`config.mk`:
```
export PLATFORM = sky130hd
export DESIGN_NAME = ext_sync_sampler
export DESIGN_NICKNAME = d
export VERILOG_FILES = /design/src/rtl/ext_sync_pkg.sv /design/src/rtl/ext_sync_width_cls.sv /design/src/rtl/ext_sync_tracker.sv /design/src/rtl/ext_sync_free_timer.sv /design/src/rtl/ext_sync_sampler.sv
export SDC_FILE = /design/constraint.sdc
export NUM_CORES = 1
export LEC_CHECK = 0
export ABC_AREA = 0
export BUFFER_PORTS_ARGS = -buffer_cell sky130_fd_sc_hd__buf_2
export CAP_MARGIN = 10
export CELL_PAD_IN_SITES_DETAIL_PLACEMENT = 1
export CELL_PAD_IN_SITES_GLOBAL_PLACEMENT = 2
export CORE_MARGIN = 8
export CORE_UTILIZATION = 39
export CTS_CLUSTER_DIAMETER = 100
export DETAILED_ROUTE_END_ITERATION = 7
export GPL_TIMING_DRIVEN = 0
export PLACE_DENSITY = 0.78
export SYNTH_ARGS = -nofsm -noshare
export SYNTH_HDL_FRONTEND = slang
export SYNTH_SLANG_ARGS = --single-unit
export TNS_END_PERCENT = 20
```
`constraint.sdc`:
```
create_clock -name clk -period 2.5 [get_ports clk]
set_input_delay 0.375 -clock clk [delete_from_list [all_inputs] [get_ports clk]]
set_output_delay 0.375 -clock clk [all_outputs]
set_load 0.01 [all_outputs]
```
`src/rtl/ext_sync_pkg.sv`:
```
// Shared types for the external sample scheduler.
// Assumes: rate_sel is a plain two-bit code decoded only through this package.
package ext_sync_pkg;

    typedef enum logic [1:0] {
        RATE_HALF   = 2'b00,
        RATE_ONE    = 2'b01,
        RATE_TWO    = 2'b10,
        RATE_TWO_B  = 2'b11
    } rate_e;

    // True when the mode uses the short sync window (high-rate modes).
    function automatic logic rate_short_win(input logic [1:0] sel);
        rate_e r;
        r = rate_e'(sel);
        return (r == RATE_TWO) || (r == RATE_TWO_B);
    endfunction

endpackage

```
`src/rtl/ext_sync_width_cls.sv`:
```
// Measures every inhibit assertion in ticks and classifies it.
// sync_ev : combinational, in the cycle the fall is seen, for 1..SYNC_MAX_W ticks.
// clr_ev  : combinational, in the tick cycle in which the width reaches CLR_MIN_W.
// Assumes: inh is synchronous and glitch free; SYNC_MAX_W < CLR_MIN_W.
module ext_sync_width_cls #(
    parameter int SYNC_MAX_W = 350,
    parameter int CLR_MIN_W  = 1200
) (
    input  logic clk,
    input  logic rst_n,
    input  logic tick,
    input  logic inh,
    output logic sync_ev,
    output logic clr_ev
);
    localparam int WW = $clog2(CLR_MIN_W + 1);
    localparam logic [WW-1:0] SYNC_LIM = WW'(SYNC_MAX_W);
    localparam logic [WW-1:0] CLR_LIM  = WW'(CLR_MIN_W);
    localparam logic [WW-1:0] CLR_PRE  = WW'(CLR_MIN_W - 1);

    logic          inh_q;
    logic [WW-1:0] width_q;

    // Previous inhibit level, used for fall detection.
    always_ff @(posedge clk) begin
        if (!rst_n) inh_q <= 1'b0;
        else        inh_q <= inh;
    end

    // Width counter: clears while low, counts ticks while high, saturates at CLR_MIN_W.
    always_ff @(posedge clk) begin
        if (!rst_n)                          width_q <= '0;
        else if (!inh)                       width_q <= '0;
        else if (tick && width_q != CLR_LIM) width_q <= width_q + 1'b1;
    end

    // Width classification at the fall, and the clear when the long threshold is reached.
    always_comb begin
        sync_ev = inh_q && !inh && (width_q != '0) && (width_q <= SYNC_LIM);
        clr_ev  = inh && tick && (width_q == CLR_PRE);
    end

endmodule

```
`src/rtl/ext_sync_tracker.sv`:
```
// Holds the synchronised flag and the mode-dependent sync window.
// A sync event sets the flag and restarts the window. The flag drops on the tick
// that completes the window. The comparison is >= so that a switch to a shorter
// window drops the flag at once. Sync events take priority over a drop.
module ext_sync_tracker #(
    parameter int WIN_LONG  = 1870000,
    parameter int WIN_SHORT = 940000
) (
    input  logic       clk,
    input  logic       rst_n,
    input  logic       tick,
    input  logic       sync_ev,
    input  logic [1:0] rate_sel,
    output logic       synced
);
    import ext_sync_pkg::*;

    localparam int WMAX = (WIN_LONG > WIN_SHORT) ? WIN_LONG : WIN_SHORT;
    localparam int WCW  = $clog2(WMAX + 1);
    localparam logic [WCW-1:0] LONG_LAST  = WCW'(WIN_LONG - 1);
    localparam logic [WCW-1:0] SHORT_LAST = WCW'(WIN_SHORT - 1);

    logic [WCW-1:0] win_q;
    logic [WCW-1:0] win_last;

    // Last window count for the current mode.
    always_comb win_last = rate_short_win(rate_sel) ? SHORT_LAST : LONG_LAST;

    // Window timer and synchronised flag.
    always_ff @(posedge clk) begin
        if (!rst_n) begin
            synced <= 1'b0;
            win_q  <= '0;
        end else if (sync_ev) begin
            synced <= 1'b1;
            win_q  <= '0;
        end else if (synced && tick) begin
            if (win_q >= win_last) begin
                synced <= 1'b0;
                win_q  <= '0;
            end else begin
                win_q  <= win_q + 1'b1;
            end
        end
    end

endmodule

```
`src/rtl/ext_sync_free_timer.sv`:
```
// Free-running sample period counter.
// Held at zero while hold is high (locked or sync in progress). Otherwise it
// fires free_ev on every FREE_PER-th tick.
module ext_sync_free_timer #(
    parameter int FREE_PER = 1700000
) (
    input  logic clk,
    input  logic rst_n,
    input  logic tick,
    input  logic hold,
    output logic free_ev
);
    localparam int FW = $clog2(FREE_PER + 1);
    localparam logic [FW-1:0] LAST = FW'(FREE_PER - 1);

    logic [FW-1:0] cnt_q;

    // Fire on the last tick of the period when not held.
    always_comb free_ev = !hold && tick && (cnt_q == LAST);

    // Period counter with wrap and hold.
    always_ff @(posedge clk) begin
        if (!rst_n)    cnt_q <= '0;
        else if (hold) cnt_q <= '0;
        else if (tick) cnt_q <= (cnt_q == LAST) ? '0 : cnt_q + 1'b1;
    end

endmodule

```
`src/rtl/ext_sync_sampler.sv`:
```
// Top of the sample scheduler.
// Combines inhibit-width classification, sync tracking and the free-running
// period into a registered sample strobe, history clear and lock flag.
// All limits are counted in tick units. Assumes inh is synchronous.
module ext_sync_sampler #(
    parameter int SYNC_MAX_W = 350,
    parameter int CLR_MIN_W  = 1200,
    parameter int WIN_LONG   = 1870000,
    parameter int WIN_SHORT  = 940000,
    parameter int FREE_PER   = 1700000
) (
    input  logic       clk,
    input  logic       rst_n,
    input  logic       tick,
    input  logic       inh,
    input  logic [1:0] rate_sel,
    output logic       sample_stb,
    output logic       hist_clr,
    output logic       synced
);
    logic sync_ev;
    logic clr_ev;
    logic free_ev;
    logic free_hold;

    ext_sync_width_cls #(
        .SYNC_MAX_W (SYNC_MAX_W),
        .CLR_MIN_W  (CLR_MIN_W)
    ) u_cls (
        .clk     (clk),
        .rst_n   (rst_n),
        .tick    (tick),
        .inh     (inh),
        .sync_ev (sync_ev),
        .clr_ev  (clr_ev)
    );

    ext_sync_tracker #(
        .WIN_LONG  (WIN_LONG),
        .WIN_SHORT (WIN_SHORT)
    ) u_trk (
        .clk      (clk),
        .rst_n    (rst_n),
        .tick     (tick),
        .sync_ev  (sync_ev),
        .rate_sel (rate_sel),
        .synced   (synced)
    );

    // Free timer is held while locked or while a sync event restarts the lock.
    always_comb free_hold = synced || sync_ev;

    ext_sync_free_timer #(
        .FREE_PER (FREE_PER)
    ) u_free (
        .clk     (clk),
        .rst_n   (rst_n),
        .tick    (tick),
        .hold    (free_hold),
        .free_ev (free_ev)
    );

    // Registered output pulses.
    always_ff @(posedge clk) begin
        if (!rst_n) begin
            sample_stb <= 1'b0;
            hist_clr   <= 1'b0;
        end else begin
            sample_stb <= sync_ev || free_ev;
            hist_clr   <= clr_ev;
        end
    end

endmodule

```
==> Word level (Yosys, flattened, before mapping) <==
Index checks and enable logic that the tools add are counted.
{ "classes": {"n_div": 0, "n_bitwise": 1, "n_mul": 0, "addsub": 3, "muxes": 6, "n_reduce_logical": 21, "n_eq_ne": 5, "magnitude_cmp": 2, "n_shift": 0} }
{ "ops": {"columns": ["op", "n"], "rows": [
  ["2-to-1 mux 21 bit", 3],
  ["adder 21 x 1 -> 21 bit, second input constant", 2],
  ["equality test 21 bit, second input constant", 1],
  [">= comparator 21 bit", 1],
  ["adder 11 x 1 -> 11 bit, second input constant", 1],
  ["equality test 11 bit, second input constant", 1],
  ["less-or-equal comparator 11 x 9 -> 1 bit, second input constant", 1],
  ["!= test 11 bit, second input constant", 1],
  ["nonzero test 11 bit", 1],
  ["logical AND 1 bit", 9],
  ["equality test 2 bit, second input constant", 2],
  ["AND reduction 2 bit", 2],
  ["nonzero test 2 bit", 2],
  ["OR reduction 2 bit", 2],
  ["logical OR 1 bit", 3],
  ["2-to-1 mux 1 bit", 3],
  ["logical NOT 1 bit", 2],
  ["NOT 1 bit", 1]
]} }
{ "totals": {"mem_bits_rw": 0, "memories": 0, "regBits": 57, "out_inout_bits": 3, "rom_bits": 0, "latchBits": 0, "word_cells": 45} }

==> Depth between registers and ports, before layout <==
{ "depth": {"word_depth": 9, "ltp_mapped": 11, "depth_no_buf": 8} }

==> By module <==
Synthesis repeated with hierarchy kept, for this count alone.
{ "unflattened": {"cells_unflattened": 362, "area_unflattened_um2": 3145.5} }
{ "by_module_without_submodules": {"columns": ["mod", "area_per_inst_um2", "cells_each", "instances"], "rows": [
  ["ext_sync_tracker", 1408.9, 165, 1],
  ["ext_sync_free_timer", 1023.5, 117, 1],
  ["ext_sync_width_cls", 653.1, 75, 1],
  ["ext_sync_sampler", 60.1, 5, 1]
]} }

==> Worst setup path after synthesis <==
OpenSTA, ideal clock, no wires.
{ "synth_path": {"kind": "input port to flip-flop", "startpoint": "input rate_sel[1]", "endpoint": "register u_trk.win_q[15]", "n_path_buf": 3, "cell_stages": 9, "setup_ns": 0.115, "setup_slack_ns": 0.214, "t_arrival_ns": 2.171, "t_required_ns": 2.385, "cell_sequence": "buf_2 > clkbuf_1 > ha_1 > nand3_1 > nor4b_1 > o311ai_4 > a21oi_4 > buf_6 > nor2_2"} }
{ "synth_between": {"elab_chain_len": 5, "elab_cells_between_ends": 6, "cone_classes": "order compare (1); eq/ne (2); mux (2); reduce/logical (1)"} }
{ "synth_rtl": {"columns": ["element", "line_no", "text"], "rows": [
  ["from (decl)", "ext_sync_sampler.sv:16", "input logic [1:0] rate_sel,"],
  ["equality test 2 bit", "ext_sync_pkg.sv:16", "return (r == RATE_TWO) || (r == RATE_TWO_B);"],
  ["logical OR 1 bit (*)", "ext_sync_pkg.sv:16", null],
  ["2-to-1 mux 21 bit (*)", "ext_sync_tracker.sv:27", "always_comb win_last = rate_short_win(rate_sel) ? SHORT_LAST : LONG_LAST;"],
  [">= comparator 21 bit (*)", "ext_sync_tracker.sv:38", "if (win_q >= win_last) begin"],
  ["2-to-1 mux 21 bit (*)", "ext_sync_tracker.sv:38", null],
  ["to (signal assigned)", "ext_sync_tracker.sv:42", "win_q <= win_q + 1'b1;"],
  ["to (decl)", "ext_sync_tracker.sv:23", "logic [WCW-1:0] win_q;"]
]} }
Every way passes the cells marked *; elsewhere a longest branch is shown, timed or not.
A chain may end at the register's enable or synchronous reset.

==> Worst setup path in the final report <==
{ "layout_path": {"startpoint": "input rate_sel[1]", "endpoint": "register u_trk.win_q[20]"} }
The elaborated chain is that of the path after synthesis.

==> flow_metrics.py <==
metrics = {
    "critical_path": {
        "cp_top_family": "compound AO/OA/AOI/OAI gates",
        "rr_startpoint": "u_cls.width_q[0]$_SDFFE_PN0P_",
        "cp-start-kind": "input pin",
        "cp-startpoint": "rate_sel[1]",
        "crit_required_ps": 2730,
        "slowest_stage": "a2111oi_4",
        "crit_top_cell": "buf_2",
        "crit_chain": "buf_2 > buf_2 > clkbuf_1 > ha_1 > o2111ai_1 > a2111oi_4 > o311ai_4 > a21oi_4 > buf_6 > nor2_2",
        "worstSetupPathType": "in -> reg",
        "r2r_slack_ps": 280,
        "worst-r2r-cell-count": 8,
        "crit_fanout": 10,
        "cp-end-kind": "flip-flop",
        "r2r-end": "u_cls.width_q[10]$_SDFFE_PN0P_",
        "crit_buf_inv": 4,
        "arrival_ps": 2600,
        "cpPeakStageDelay_ps": 370,
    },
    "floorplan": {
        "coreArea_um2": 7610,
        "num_io_pins": 9,
        "dieArea_um2": 10800,
        "rows": 32,
        "fp.dieH_um": 104,
        "die_w_um": 104,
        "start_util": 0.396,
    },
    "logic_synthesis": {
        "netlist.area_leader.share": 0.379,
        "synth_edf_count": 0,
        "synth_cell_types": 51,
        "ys_top_cells_by_count": "57 x dfxtp_1, 52 x nor2_1, 30 x nand2_1",
        "syn_area_um2": 3010,
        "yosysWarnings": 0,
        "synth-seq-area-share": 0.379,
        "synth_ff_type": "dfxtp_1",
        "async_flop_share": 0,
        "synth_most_common_cell": "dfxtp_1",
        "netlist_instances": 347,
        "syn-num-nets": 362,
        "ys_ff_latch": 57,
        "yosysTopAreaCell": "dfxtp_1",
        "ys_top_cells_by_area": "dfxtp_1 38%, xnor2_1 7.3%, nor2_1 6.5%, xor2_1 5.5%, ha_1 3.7%",
        "syn_area_per_cell_um2": 8.68,
    },
    "detailed_routing": {
        "drtIter0Drc": 62,
        "wirelength_um": 6610,
        "detail_route.vias_per_cell": 5.13,
        "wl_per_cell_um": 14.0,
        "drtPass1Iterations": 4,
        "vias": 2423,
        "ant_nets": 0,
        "drc": 0,
    },
    "power": {
        "power.total_mw": 1.84,
        "p_per_area_nw_per_um2": 546,
        "power.leakage_nw": 1.16,
        "max-vdd-ir-drop_mv": 0.351,
    },
    "timing": {
        "rsz0062_at_grt": "no",
        "finalCritPeriodShare": 0.948,
        "setup_tns_ps": 0,
        "slew_headroom": 0.648,
        "max_freq_mhz": 422,
        "finalMaxSlewViolations": 0,
        "skew_ps": 6.43,
        "setup_viol": 0,
        "hold_violations": 0,
        "worst_pin_slew_ps": 523,
        "fin_crit_ps": 2370,
        "fin_ws_ps": 131,
    },
    "clock_tree": {
        "cts.path.max_buffers": 2,
        "clock_sinks": 57,
        "clk_latency_ps": 330,
        "clkTransAtPathRegs_ps": 70,
        "cts_root_buf": "clkbuf_8",
        "numCtsBuffers": 9,
        "ctsHoldBuffers": 0,
        "cts_tree": "built",
        "htree_levels": 3,
    },
    "layout": {
        "final_nets": 380,
        "syn_to_final_growth_pct": 12.0,
        "final_cells": 472,
        "fillers": 926,
        "n_antenna_cell": 0,
        "drive_gt1_frac": 0.157,
    },
    "global_route": {
        "grt_max_degree": 11,
        "grt_pass1_vias": 2513,
        "overflow": 0,
        "antenna_found_initial": 0,
        "grt_use_total": 0.131,
        "grt_first_pass_wirelength_um": 11800,
    },
    "status": {
        "status": "finished, final reports clean",
    },
    "placed_design": {
        "dp_hpwl_um": 4810,
        "dp.cells": 456,
        "pre_cts_slack_ps": -446,
        "place_congestion": 0.710,
        "io_buffers": 7,
    },
    "hold_path": {
        "hold_end": "sample_stb$_SDFF_PN0_",
        "hold_class": "in -> reg",
        "hp-start": "rst_n",
        "holdPathStages": 2,
    },
    "run": {
        "maxCapViolations": 0,
    },
}
[layer usage]
| layer | routed length (um) | global-route usage |
|---|---|---|
| met1 | 3280 | 0.162 |
| met2 | 3060 | 0.211 |
| met3 | 139 | 0.0273 |
| met4 | 130 | 0.0651 |
| met5 | 0 | 0 |
[where the power goes]
| group | total, mW | leakage (nW) | internal (mW) | switching [mW] |
|---|---|---|---|---|
| Clock | 0.836 | 0.102 | 0.466 | 0.370 |
| Combinational | 0.0875 | 0.600 | 0.0341 | 0.0533 |
| Sequential | 0.919 | 0.460 | 0.914 | 0.00506 |
[sequential cells by signal (all words and copies together) (netlist names)]
name and count:
hist_clr 1, sample_stb 1, u_cls.inh_q 1, u_cls.width_q 11, u_free.cnt_q 21, u_trk.synced 1, u_trk.win_q 21
[how the worst max path moves through the flow]
stage / endpoint / slack [ps] / cells after the start
after global routing: u_trk.win_q[20]$_SDFFE_PP0P_ / 9 / 10
after floorplan: u_trk.win_q[15]$_SDFFE_PP0P_ / 210 / 9
final: u_trk.win_q[20]$_SDFFE_PP0P_ / 130 / 10
after CTS: u_trk.win_q[20]$_SDFFE_PP0P_ / 120 / 10
after global placement: u_trk.win_q[13]$_SDFFE_PP0P_ / -450 / 10
after detailed placement: u_trk.win_q[14]$_SDFFE_PP0P_ / -450 / 10
[layout make-up]
| class | instances | area (um2) | share of cell area |
|---|---|---|---|
| multi-input cells | 266 | 1760 | 0.520 |
| flip-flops and latches | 57 | 1140 | 0.338 |
| clock buffers | 14 | 183 | 0.0541 |
| well taps | 102 | 128 | 0.0378 |
| plain buffers | 10 | 70.1 | 0.0208 |
| inverters | 14 | 52.6 | 0.0156 |
| repair buffers | 7 | 35.0 | 0.0104 |
| clock inverters | 2 | 10.0 | 0.00297 |
[repair_timing]
item,CTS,global route
setup endpoints to repair,10,0
hold endpoints to repair,0,0
resized for setup,1,0
buffers inserted,0,0
[metrics by stage]
stage	area [um2]	utilization	hold WS, ps
after global placement	3180	0.417	478
after detailed placement	3180	0.417	488
after global routing	3370	0.444	342
after CTS	3370	0.444	342
final	3370	0.444	362
after floorplan	3010	-	461
[cell usage in the layout, fill, tap and decap left out, drive strengths merged, types with 4 or more instances in the layout]
cell type,count
xor2,19
a21oi,10
and3,7
nand4,14
nor2b,4
clkbuf,18
o21ai,6
nor2,66
nand2,30
ha,9
and2,4
dfxtp,57
nor4,6
nor3,11
or3,6
buf,13
inv,14
nand3,20
xnor2,25
[worst reg2reg max path, stage by stage (launching register included)]
cell,delay [ps]
dfxtp_1,320
inv_1,130
ha_1,170
or4b_4,500
o41ai_4,440
nor3_1,180
nand3_1,140
xor2_1,150
nor2_1,50
[cell families (layout without fill, tap and decap cells)]
| group | Yosys count | count (layout) | share of synthesized area |
|---|---|---|---|
| buffers and inverters | 24 | 47 | 0.0407 |
| AND/OR/NAND/NOR | 181 | 181 | 0.315 |
| multiplexers | 2 | 2 | 0.00664 |
| adder cells (fa/ha/maj) | 9 | 9 | 0.0374 |
| XOR/XNOR | 44 | 44 | 0.128 |
| AO/OA/AOI/OAI | 30 | 30 | 0.0934 |
| flip-flops | 57 | 57 | 0.379 |
No activity file was read; power rests on OpenSTA's default activity.
